--- src/rtl/i2crm_pkg.sv ---
// Shared types for the register-map target.
// Assumes: used by all modules of the i2c_regmap_target hierarchy.
package i2crm_pkg;

    // Byte-level protocol phases of the bus engine.
    typedef enum logic [2:0] {
        ST_IDLE,
        ST_ADDR,
        ST_ADDR_ACK,
        ST_RX,
        ST_RX_ACK,
        ST_TX,
        ST_TX_ACK
    } bus_state_e;

    localparam int BYTE_W = 8;
    localparam int BITS_PER_BYTE = 8;

endpackage

--- src/rtl/i2crm_line_sync.sv ---
// Brings the two bus lines into the clock domain and derives edge and
// condition strobes from the synchronized levels.
// Assumes: SYNC_STAGES >= 2; the bus clock is slow enough that every bus
// level lasts several system clocks.
module i2crm_line_sync #(
    parameter int SYNC_STAGES = 2
) (
    input  logic clk,
    input  logic rst_n,
    input  logic scl_in,
    input  logic sda_in,
    output logic sda_lvl,
    output logic scl_rise,
    output logic scl_fall,
    output logic start_det,
    output logic stop_det
);
    localparam int LANES = 2;
    localparam int L_SCL = 0;
    localparam int L_SDA = 1;

    logic [LANES-1:0] raw;
    logic [LANES-1:0] now_lvl;
    logic [LANES-1:0] prev_lvl;

    assign raw = {sda_in, scl_in};

    // One synchronizer chain per line.
    for (genvar g = 0; g < LANES; g++) begin : g_lane
        logic [SYNC_STAGES-1:0] pipe;

        // Shift the raw line level through the synchronizer; idle bus is high.
        always_ff @(posedge clk) begin
            if (!rst_n) begin
                pipe <= '1;
            end else begin
                pipe <= {pipe[SYNC_STAGES-2:0], raw[g]};
            end
        end

        assign now_lvl[g] = pipe[SYNC_STAGES-1];
    end

    // Keep the previous synchronized level for edge detection.
    always_ff @(posedge clk) begin
        if (!rst_n) begin
            prev_lvl <= '1;
        end else begin
            prev_lvl <= now_lvl;
        end
    end

    assign sda_lvl   = now_lvl[L_SDA];
    assign scl_rise  = now_lvl[L_SCL] & ~prev_lvl[L_SCL];
    assign scl_fall  = ~now_lvl[L_SCL] & prev_lvl[L_SCL];
    assign start_det = now_lvl[L_SCL] & prev_lvl[L_SCL] & prev_lvl[L_SDA] & ~now_lvl[L_SDA];
    assign stop_det  = now_lvl[L_SCL] & prev_lvl[L_SCL] & ~prev_lvl[L_SDA] & now_lvl[L_SDA];

endmodule

--- src/rtl/i2crm_bus_engine.sv ---
// Byte engine of the target: address match, acknowledge, pointer load and
// advance, and bit shifting in both directions. It issues one write strobe
// per stored data byte and one load strobe per transmitted byte.
// Assumes: strobes come from i2crm_line_sync; data changes only after a
// detected clock fall; read data is combinational on rd_addr.
module i2crm_bus_engine
    import i2crm_pkg::*;
#(
    parameter logic [6:0] DEV_ADDR = 7'h42,
    parameter int         PTR_W    = 5
) (
    input  logic              clk,
    input  logic              rst_n,
    input  logic              sda_lvl,
    input  logic              scl_rise,
    input  logic              scl_fall,
    input  logic              start_det,
    input  logic              stop_det,
    input  logic [BYTE_W-1:0] rd_data,
    output logic              sda_pull,
    output logic              wr_en,
    output logic [PTR_W-1:0]  wr_addr,
    output logic [BYTE_W-1:0] wr_data,
    output logic              rd_load,
    output logic [PTR_W-1:0]  rd_addr
);
    localparam int CNT_W = $clog2(BITS_PER_BYTE + 1);
    localparam logic [CNT_W-1:0] LAST_BIT = CNT_W'(BITS_PER_BYTE);

    bus_state_e          state;
    logic [CNT_W-1:0]    bit_cnt;
    logic [BYTE_W-1:0]   rx_sh;
    logic [BYTE_W-1:0]   tx_sh;
    logic [PTR_W-1:0]    ptr;
    logic                is_read;
    logic                ptr_phase;
    logic                nack_seen;
    logic                byte_done;
    logic                bus_cond;

    assign bus_cond  = start_det | stop_det;
    assign byte_done = scl_fall && (bit_cnt == LAST_BIT) && !bus_cond;

    // Strobes towards the register file.
    assign wr_en   = (state == ST_RX) && byte_done && !ptr_phase;
    assign wr_addr = ptr;
    assign wr_data = rx_sh;
    assign rd_addr = ptr;
    assign rd_load = scl_fall && !bus_cond &&
                     (((state == ST_ADDR_ACK) && is_read) ||
                      ((state == ST_TX_ACK) && !nack_seen));

    // Protocol sequencing: conditions first, then per-state bit handling.
    always_ff @(posedge clk) begin
        if (!rst_n) begin
            state     <= ST_IDLE;
            bit_cnt   <= '0;
            rx_sh     <= '0;
            tx_sh     <= '0;
            ptr       <= '0;
            is_read   <= 1'b0;
            ptr_phase <= 1'b0;
            nack_seen <= 1'b0;
            sda_pull  <= 1'b0;
        end else if (start_det) begin
            state    <= ST_ADDR;
            bit_cnt  <= '0;
            sda_pull <= 1'b0;
        end else if (stop_det) begin
            state    <= ST_IDLE;
            sda_pull <= 1'b0;
        end else begin
            unique case (state)
                ST_IDLE: begin
                    sda_pull <= 1'b0;
                end
                ST_ADDR: begin
                    if (scl_rise) begin
                        rx_sh   <= {rx_sh[BYTE_W-2:0], sda_lvl};
                        bit_cnt <= bit_cnt + CNT_W'(1);
                    end else if (byte_done) begin
                        if (rx_sh[BYTE_W-1:1] == DEV_ADDR) begin
                            state    <= ST_ADDR_ACK;
                            sda_pull <= 1'b1;
                            is_read  <= rx_sh[0];
                        end else begin
                            state <= ST_IDLE;
                        end
                    end
                end
                ST_ADDR_ACK: begin
                    if (scl_fall) begin
                        bit_cnt <= '0;
                        if (is_read) begin
                            state    <= ST_TX;
                            tx_sh    <= rd_data;
                            sda_pull <= ~rd_data[BYTE_W-1];
                        end else begin
                            state     <= ST_RX;
                            sda_pull  <= 1'b0;
                            ptr_phase <= 1'b1;
                        end
                    end
                end
                ST_RX: begin
                    if (scl_rise) begin
                        rx_sh   <= {rx_sh[BYTE_W-2:0], sda_lvl};
                        bit_cnt <= bit_cnt + CNT_W'(1);
                    end else if (byte_done) begin
                        state    <= ST_RX_ACK;
                        sda_pull <= 1'b1;
                        if (ptr_phase) begin
                            ptr       <= rx_sh[PTR_W-1:0];
                            ptr_phase <= 1'b0;
                        end else begin
                            ptr <= ptr + PTR_W'(1);
                        end
                    end
                end
                ST_RX_ACK: begin
                    if (scl_fall) begin
                        state    <= ST_RX;
                        bit_cnt  <= '0;
                        sda_pull <= 1'b0;
                    end
                end
                ST_TX: begin
                    if (scl_rise) begin
                        bit_cnt <= bit_cnt + CNT_W'(1);
                    end else if (byte_done) begin
                        state    <= ST_TX_ACK;
                        sda_pull <= 1'b0;
                        ptr      <= ptr + PTR_W'(1);
                    end else if (scl_fall) begin
                        tx_sh    <= {tx_sh[BYTE_W-2:0], 1'b0};
                        sda_pull <= ~tx_sh[BYTE_W-2];
                    end
                end
                ST_TX_ACK: begin
                    if (scl_rise) begin
                        nack_seen <= sda_lvl;
                    end else if (scl_fall) begin
                        if (nack_seen) begin
                            state <= ST_IDLE;
                        end else begin
                            state    <= ST_TX;
                            bit_cnt  <= '0;
                            tx_sh    <= rd_data;
                            sda_pull <= ~rd_data[BYTE_W-1];
                        end
                    end
                end
                default: begin
                    state    <= ST_IDLE;
                    sda_pull <= 1'b0;
                end
            endcase
        end
    end

endmodule

--- src/rtl/i2crm_regfile.sv ---
// Register map: status byte and 16-bit words in the lower (read-only) half,
// mask and control bytes in the upper (read/write) half, per-word high-byte
// copies for coherent reads, and the masked alert.
// Assumes: MAP_DEPTH is a power of two so the top pointer bit selects the
// half; words fit below the half boundary starting at WORD_BASE.
module i2crm_regfile
    import i2crm_pkg::*;
#(
    parameter int MAP_DEPTH = 32,
    parameter int NUM_WORDS = 4,
    parameter int WORD_BASE = 2,
    parameter int STAT_W    = 8
) (
    input  logic                           clk,
    input  logic                           rst_n,
    input  logic [STAT_W-1:0]              app_status,
    input  logic                           app_we,
    input  logic [$clog2(NUM_WORDS)-1:0]   app_idx,
    input  logic [15:0]                    app_word,
    input  logic                           wr_en,
    input  logic [$clog2(MAP_DEPTH)-1:0]   wr_addr,
    input  logic [BYTE_W-1:0]              wr_data,
    input  logic                           rd_load,
    input  logic [$clog2(MAP_DEPTH)-1:0]   rd_addr,
    output logic [BYTE_W-1:0]              rd_data,
    output logic [(MAP_DEPTH/2)*BYTE_W-1:0] cfg_bytes,
    output logic                           alert_pull
);
    localparam int PTR_W    = $clog2(MAP_DEPTH);
    localparam int RW_BYTES = MAP_DEPTH / 2;
    localparam int RW_W     = PTR_W - 1;
    localparam int IDX_W    = $clog2(NUM_WORDS);

    logic [STAT_W-1:0] stat_q;
    logic [15:0]       live_q   [NUM_WORDS];
    logic [7:0]        shadow_q [NUM_WORDS];
    logic [BYTE_W-1:0] rw_q     [RW_BYTES];
    logic              alert_q;

    // Register the local status flags.
    always_ff @(posedge clk) begin
        if (!rst_n) begin
            stat_q <= '0;
        end else begin
            stat_q <= app_status;
        end
    end

    // Local word updates (both bytes at once) and high-byte capture on a low-byte load.
    always_ff @(posedge clk) begin
        if (!rst_n) begin
            for (int k = 0; k < NUM_WORDS; k++) begin
                live_q[k]   <= '0;
                shadow_q[k] <= '0;
            end
        end else begin
            for (int k = 0; k < NUM_WORDS; k++) begin
                if (app_we && (app_idx == IDX_W'(k))) begin
                    live_q[k] <= app_word;
                end
                if (rd_load && (rd_addr == PTR_W'(WORD_BASE + 2 * k))) begin
                    shadow_q[k] <= live_q[k][15:8];
                end
            end
        end
    end

    // Bus writes land only in the upper half of the map.
    always_ff @(posedge clk) begin
        if (!rst_n) begin
            for (int i = 0; i < RW_BYTES; i++) begin
                rw_q[i] <= '0;
            end
        end else if (wr_en && wr_addr[PTR_W-1]) begin
            rw_q[wr_addr[RW_W-1:0]] <= wr_data;
        end
    end

    // Select the byte addressed by the pointer.
    always_comb begin
        rd_data = '0;
        if (rd_addr[PTR_W-1]) begin
            rd_data = rw_q[rd_addr[RW_W-1:0]];
        end else if (rd_addr == '0) begin
            rd_data[STAT_W-1:0] = stat_q;
        end else begin
            for (int k = 0; k < NUM_WORDS; k++) begin
                if (rd_addr == PTR_W'(WORD_BASE + 2 * k)) begin
                    rd_data = live_q[k][7:0];
                end
                if (rd_addr == PTR_W'(WORD_BASE + 2 * k + 1)) begin
                    rd_data = shadow_q[k];
                end
            end
        end
    end

    // Combine enabled status bits into a registered alert.
    always_ff @(posedge clk) begin
        if (!rst_n) begin
            alert_q <= 1'b0;
        end else begin
            alert_q <= |(stat_q & rw_q[0][STAT_W-1:0]);
        end
    end

    assign alert_pull = alert_q;

    for (genvar i = 0; i < RW_BYTES; i++) begin : g_cfg
        assign cfg_bytes[i*BYTE_W +: BYTE_W] = rw_q[i];
    end

endmodule

--- src/rtl/i2c_regmap_target.sv ---
// Top of the two-wire register-map target: line synchronizer, byte engine
// and register file, with open-drain style pull-low outputs.
// Assumes: external pull-ups on all lines; the bus clock holds each level
// for at least SYNC_STAGES+3 system clocks; STAT_W <= 8; MAP_DEPTH is a
// power of two with 2 + 2*NUM_WORDS <= MAP_DEPTH/2.
module i2c_regmap_target #(
    parameter logic [6:0] DEV_ADDR    = 7'h42,
    parameter int         MAP_DEPTH   = 32,
    parameter int         NUM_WORDS   = 4,
    parameter int         STAT_W      = 8,
    parameter int         SYNC_STAGES = 2
) (
    input  logic                           clk,
    input  logic                           rst_n,
    input  logic                           scl_in,
    input  logic                           sda_in,
    output logic                           sda_pull_low,
    output logic                           alert_pull_low,
    input  logic [STAT_W-1:0]              app_status,
    input  logic                           app_we,
    input  logic [$clog2(NUM_WORDS)-1:0]   app_idx,
    input  logic [15:0]                    app_word,
    output logic [(MAP_DEPTH/2)*8-1:0]     cfg_bytes
);
    localparam int PTR_W     = $clog2(MAP_DEPTH);
    localparam int WORD_BASE = 2;

    logic             sda_lvl;
    logic             scl_rise;
    logic             scl_fall;
    logic             start_det;
    logic             stop_det;
    logic             wr_en;
    logic [PTR_W-1:0] wr_addr;
    logic [7:0]       wr_data;
    logic             rd_load;
    logic [PTR_W-1:0] rd_addr;
    logic [7:0]       rd_data;

    i2crm_line_sync #(
        .SYNC_STAGES (SYNC_STAGES)
    ) u_sync (
        .clk       (clk),
        .rst_n     (rst_n),
        .scl_in    (scl_in),
        .sda_in    (sda_in),
        .sda_lvl   (sda_lvl),
        .scl_rise  (scl_rise),
        .scl_fall  (scl_fall),
        .start_det (start_det),
        .stop_det  (stop_det)
    );

    i2crm_bus_engine #(
        .DEV_ADDR (DEV_ADDR),
        .PTR_W    (PTR_W)
    ) u_engine (
        .clk       (clk),
        .rst_n     (rst_n),
        .sda_lvl   (sda_lvl),
        .scl_rise  (scl_rise),
        .scl_fall  (scl_fall),
        .start_det (start_det),
        .stop_det  (stop_det),
        .rd_data   (rd_data),
        .sda_pull  (sda_pull_low),
        .wr_en     (wr_en),
        .wr_addr   (wr_addr),
        .wr_data   (wr_data),
        .rd_load   (rd_load),
        .rd_addr   (rd_addr)
    );

    i2crm_regfile #(
        .MAP_DEPTH (MAP_DEPTH),
        .NUM_WORDS (NUM_WORDS),
        .WORD_BASE (WORD_BASE),
        .STAT_W    (STAT_W)
    ) u_regs (
        .clk        (clk),
        .rst_n      (rst_n),
        .app_status (app_status),
        .app_we     (app_we),
        .app_idx    (app_idx),
        .app_word   (app_word),
        .wr_en      (wr_en),
        .wr_addr    (wr_addr),
        .wr_data    (wr_data),
        .rd_load    (rd_load),
        .rd_addr    (rd_addr),
        .rd_data    (rd_data),
        .cfg_bytes  (cfg_bytes),
        .alert_pull (alert_pull_low)
    );

endmodule

--- config.mk ---
export PLATFORM = sky130hd
export DESIGN_NAME = i2c_regmap_target
export DESIGN_NICKNAME = d
export VERILOG_FILES = /design/src/rtl/i2crm_pkg.sv /design/src/rtl/i2crm_line_sync.sv /design/src/rtl/i2crm_bus_engine.sv /design/src/rtl/i2crm_regfile.sv /design/src/rtl/i2c_regmap_target.sv
export SDC_FILE = /design/constraint.sdc
export NUM_CORES = 1
export LEC_CHECK = 0
export BUFFER_PORTS_ARGS = -buffer_cell sky130_fd_sc_hd__buf_2
export CAP_MARGIN = 20
export CORE_ASPECT_RATIO = 1.5
export CORE_UTILIZATION = 40
export CTS_CLUSTER_DIAMETER = 120
export DETAILED_ROUTE_END_ITERATION = 7
export PLACE_DENSITY = 0.63
export SYNTH_ARGS = -nofsm -noshare
export SYNTH_HDL_FRONTEND = slang
export SYNTH_SLANG_ARGS = --single-unit
--- constraint.sdc ---
create_clock -name clk -period 4.4 [get_ports clk]
set_input_delay 0.44 -clock clk [delete_from_list [all_inputs] [get_ports clk]]
set_output_delay 0.44 -clock clk [all_outputs]
set_load 0.01 [all_outputs]
# Yosys cells after proc, flatten, opt, wreduce, memory -nomap -nowiden
# Memory sizes are Yosys's and may differ from the RTL's. A register that Yosys moved wholly into a read port is not among the register bits.
# Index checks and enable logic that the tools add are counted.
[totals]
reg_bits = 46
latch_bits = 0
ramBits = 224
romBits = 0
in_bits = 31
out_inout_bits = 130
mem_count = 3
[classes]
addsub = 2
n_mul = 0
n_div = 0
order_cmp = 0
eq_ne = 49
shift = 0
mux = 108
bitwise = 28
n_reduce_logical = 45
[mem_list]
columns = ["name", "words", "width", "rd", "rd_ports_with_merged_regs", "write_ports", "line_no", "rtl"]
rows = [
  ["u_regs.rw_q", 16, 8, 17, 1, 16, "i2crm_regfile.sv:37", "logic [BYTE_W-1:0] rw_q [RW_BYTES];"],
  ["u_regs.live_q", 4, 16, 4, 0, 4, "i2crm_regfile.sv:35", "logic [15:0] live_q [NUM_WORDS];"],
  ["u_regs.shadow_q", 4, 8, 4, 0, 4, "i2crm_regfile.sv:36", "logic [7:0] shadow_q [NUM_WORDS];"],
]
[ops]
columns = ["operator", "n"]
rows = [
  ["$mux W8", 15],
  ["$mux W16", 4],
  ["$mux W7", 8],
  ["$mux W1", 49],
  ["$mux W3", 12],
  ["$reduce_and A11 Y1", 3],
  ["$mux W4", 8],
  ["$mux W5", 5],
  ["$ne A4 B1 Y1 const B", 6],
  ["$ne A2 B1 Y1 const B", 11],
  ["$pmux W3 S7", 1],
  ["$pmux W7 S3", 1],
  ["$reduce_and A7 Y1", 3],
  ["$eq A5 B3 Y1 const B", 4],
  ["$logic_and A1 B1 Y1", 17],
  ["$ne A4 B2 Y1 const B", 4],
  ["$reduce_or A8 Y1", 2],
  ["$ne A2 B2 Y1 const B", 7],
  ["$pmux W4 S3", 1],
  ["$reduce_and A12 Y1", 1],
  ["$not A1 Y1", 11],
  ["$eq A5 B2 Y1 const B", 2],
  ["$eq A5 B4 Y1 const B", 2],
  ["$pmux W5 S2", 1],
  ["other kinds (27)", 54],
]

# Depth between registers and ports, before layout
[logic_depth]
word_depth = 16
depth_mapped = 10
ltp_nobuf = 8

# Modules after synthesis
# Synthesis repeated with hierarchy kept, for this count alone.
[unflattened]
hier_cells = 1053
hier_area_um2 = 13200.2
[modules_own_cells]
columns = ["mod", "instances", "cells_per_inst", "area_per_inst_um2", "seq_area_each_um2"]
rows = [
  ["i2crm_regfile", 1, 802, 10916.7, 6906.6],
  ["i2crm_bus_engine", 1, 235, 2093.3, 620.6],
  ["i2crm_line_sync", 1, 16, 190.2, 120.1],
]

# Worst setup path after synthesis
# No wires, ideal clock.
[synth_timing]
kind = "reg2reg"
from = "register u_engine.bit_cnt[0]"
to = "memory u_regs.rw_q[14][0] (enable)"
arrival_ns = 2.120
slack_ns = 1.896
stages_incl_launch_ff = 8
n_path_buf = 0
period_less_slack_ns = 2.504
cell_sequence = "dfxtp_1 > inv_1 > ha_1 > and3b_1 > nand4_2 > nor4_4 > nand2_4 > o21ai_0"
[synth_rtl]
columns = ["element", "line_no", "rtl"]
rows = [
  ["start, declared", "i2crm_bus_engine.sv:31", "logic [CNT_W-1:0] bit_cnt;"],
  ["start signal, assigned", "i2crm_bus_engine.sv:80", "bit_cnt <= bit_cnt + CNT_W'(1);"],
  ["start signal, assigned", "i2crm_bus_engine.sv:108", "bit_cnt <= bit_cnt + CNT_W'(1);"],
  ["start signal, assigned", "i2crm_bus_engine.sv:129", "bit_cnt <= bit_cnt + CNT_W'(1);"],
  ["end, declared", "i2crm_regfile.sv:37", ""],
]

==> impl_metrics.tcl <==
set metrics [dict create \
    drc 0 \
    synth_seq_cells 274 \
    ctsResizeCount 0 \
    p_total_mw 5.533 \
    grt_first_pass_wirelength_um 53620 \
    avgRoutedWirePerCell_um 21.60 \
    portBuffers 160 \
    first_global_vias 8847 \
    avgSynthCellArea_um2 11.95 \
    period_needed_ns 2.818 \
    area_growth_pct 16.11 \
    tritoncts "yes" \
    drtIter0Drc 545 \
    grtUsageTotal_pct 21.79 \
    r2r-start "u_engine.state[0]$_SDFFE_PN0P_" \
    worstMarginPinSlew_ns 0.9924 \
    rsz0062_at_grt "no" \
    num_rows 80 \
    drive_above_1_share_pct 22.92 \
    cts-root-buf "clkbuf_16" \
    yosys_warnings 0 \
    synth_top_cell_by_area "edfxtp_1" \
    finalInstanceArea_mm2 0.01504 \
    fin_setup_tns_ns 0 \
    boundaryPins 161 \
    pwr_density_cell_mw_per_mm2 367.8 \
    ant_nets 0 \
    hold_viol 0 \
    finalMaxSlewViolations 0 \
    placeableCoreArea_mm2 0.03183 \
    final_util_pct 47.26 \
    clk_latency_ns 0.55 \
    finalSetupViolations 0 \
    maxCapViolCount 0 \
    die_h_um 222.4 \
    synth_edf_count 224 \
    antenna_found_initial 0 \
    dpl-instance-area_mm2 0.01417 \
    post_cts_buffers 0 \
    critPathKind "flop to flop" \
    status "finished clean" \
    nets 1270 \
    first_pass_iters 5 \
    vias 8944 \
    max_clock_freq_mhz 354.8 \
    cts_buffers 27 \
    cts_htree_levels 1 \
    reg2reg_slack_ns 1.58 \
    worst_setup_path_start_kind "flop" \
    syn-num-nets 1121 \
    relSlewSlack_pct 33.84 \
    ys_types 73 \
    grt_max_degree 48 \
    dp_hpwl_um 27120 \
    peakVddDrop_uv 224.7 \
    cp.required_ns 4.61 \
    initial_core_util_pct 40.71 \
    dpl_worst_slack_ns 1.589 \
    yosysTopAreaCellShare_pct 51.91 \
    ctsHoldBuffers 0 \
    crit_arrival_ns 3.03 \
    cp_max_fo 17 \
    finalClockSkew_ns 0.02685 \
    cellLeakagePower_nw 5.437 \
    synth_area_leaders "edfxtp_1 52%, and2_1 11%, dfxtp_1 7.7%" \
    die_area_mm2 0.03313 \
    syn_inst 1084 \
    viasPerCell 5.381 \
    r2r_cells 6 \
    netlist_area_mm2 0.01296 \
    routabilityCongestion 0.8884 \
    path_clk_slew_ns 0.06 \
    min_period_over_period_pct 64.05 \
    setup_ws_ns 1.582 \
    endpoint_kind "flop" \
    synthFlopType "edfxtp_1" \
    synthArstFlopShare_pct 0 \
    clock_path_buffers 3 \
    diodes 0 \
    crit_path_start "u_engine.state[0]$_SDFFE_PN0P_" \
    r2r-end "u_regs.rw_q[3][4]$_SDFFCE_PN0P_" \
    globalRouteOverflowTotal 0 \
    ys_seq_area_share_pct 59.64 \
    die_w_um 149.0 \
    drt_wl_total_um 35910 \
    cts.sinks 274 \
    cp-endpoint "u_regs.rw_q[3][4]$_SDFFCE_PN0P_" \
    hp-class "input pin to flop" \
]
-- synthesized netlist by cell type (all sizes together), types with 4 or more instances --
cell type	instances
a211oi	7
a21oi	51
a22oi	12
a311oi	5
a31oi	8
and2	235
and3	5
buf	30
clkbuf	40
dfxtp	50
edfxtp	224
ha	6
inv	16
mux2i	23
mux4	24
nand2	74
nand2b	25
nand3	20
nand3b	4
nand4	4
nor2	58
nor2b	15
nor3	23
o211ai	4
o21ai	46
o221ai	6
o22ai	10
xor2	4
-- cells in the final DEF, fill, tap and decap left out, types with 7 or more instances in the layout --
cell type,instances
a211oi_1,7
a21oi_1,51
a22oi_1,12
a31oi_1,8
and2_1,235
buf_2,164
buf_4,26
clkbuf_16,28
dfxtp_1,49
edfxtp_1,224
inv_1,15
mux2i_1,23
mux4_2,24
nand2_1,70
nand2b_1,25
nand3_1,20
nor2_1,46
nor2_2,12
nor2b_1,15
nor3_1,19
o21ai_0,40
o22ai_1,10
-- power by group --
group | internal (mW) | switching, mW
clock network | 1.30 | 0.960
registers | 2.92 | 0.0747
logic | 0.107 | 0.172
total | 4.33 | 1.21
-- flip-flops by register name, summed over array words and instances (netlist names), named ones only --
name / cells
u_regs.stat_q: 8
u_engine.rd_addr: 5
u_engine.ptr_phase: 1
u_engine.wr_data: 8
u_engine.tx_sh: 7
u_regs.rw_q: 128
u_regs.alert_pull: 1
u_sync.prev_lvl: 2
u_engine.state: 3
u_engine.is_read: 1
u_regs.shadow_q: 32
u_regs.live_q: 64
u_engine.bit_cnt: 4
u_engine.sda_pull: 1
u_engine.nack_seen: 1
u_sync.g_lane.pipe: 4
-- logic make-up after synthesis --
logic type / share of synthesized area [%]
AOI/OAI and AO/OA: 8.778
buffers and inverters: 2.800
adders and majority gates: 0.5794
and+or+nand+nor: 21.83
muxes: 6.035
xor gates and xnor gates: 0.3380
DFF: 59.64
-- cell type report --
class,instances,area (um2)
Clock buffer,35,737.0
Clock inverter,13,118.9
Fill cell,2900,16790
Inverter,16,60.06
Multi-Input combinational cell,724,4871
Sequential cell,274,7729
Tap cell,410,513.0
Timing Repair Buffer,190,1016
-- critical path, stage by stage (launching register included) --
cell	delay, ns
dfxtp_1	0.65
and2b_1	0.25
nand4_2	0.22
nor4_4	0.52
nand2_4	0.18
nor3_4	0.30
nand2b_1	0.38
-- metrics by stage --
step | hold WS [ns] | cells
finish | 0.09168 | 1662
global route | 0.09474 | 1662
CTS | 0.07608 | 1658
detailed placement | 0.4061 | 1610
global placement | 0.3948 | 1610
floorplan | 0.3863 | 1084
-- how the worst min path moves through the flow --
stage          slack [ns]                           startpoint                                   to  depth (start not counted)
2_1_floorplan        0.39  u_sync.g_lane[0].pipe[0]$_SDFF_PN1_  u_sync.g_lane[0].pipe[1]$_SDFF_PN1_                          1
3_3_place_gp         0.39  u_sync.g_lane[1].pipe[0]$_SDFF_PN1_  u_sync.g_lane[1].pipe[1]$_SDFF_PN1_                          1
3_5_place_dp         0.41  u_sync.g_lane[1].pipe[0]$_SDFF_PN1_  u_sync.g_lane[1].pipe[1]$_SDFF_PN1_                          1
4_1_cts              0.08                        app_status[5]          u_regs.stat_q[5]$_SDFF_PN0_                          2
5_1_grt              0.09                        app_status[2]          u_regs.stat_q[2]$_SDFF_PN0_                          2
6_report             0.09                        app_status[5]          u_regs.stat_q[5]$_SDFF_PN0_                          2
-- layer usage --
layer,up-vias,global-route usage [%],share of wire [%]
met1,4311,23.71,36
met5,-,0,0
met3,86,2.485,4.6
met4,0,11.72,5.4
met2,335,40.53,54
li1,4212,-,-
Power figures use the tool's default switching activity.
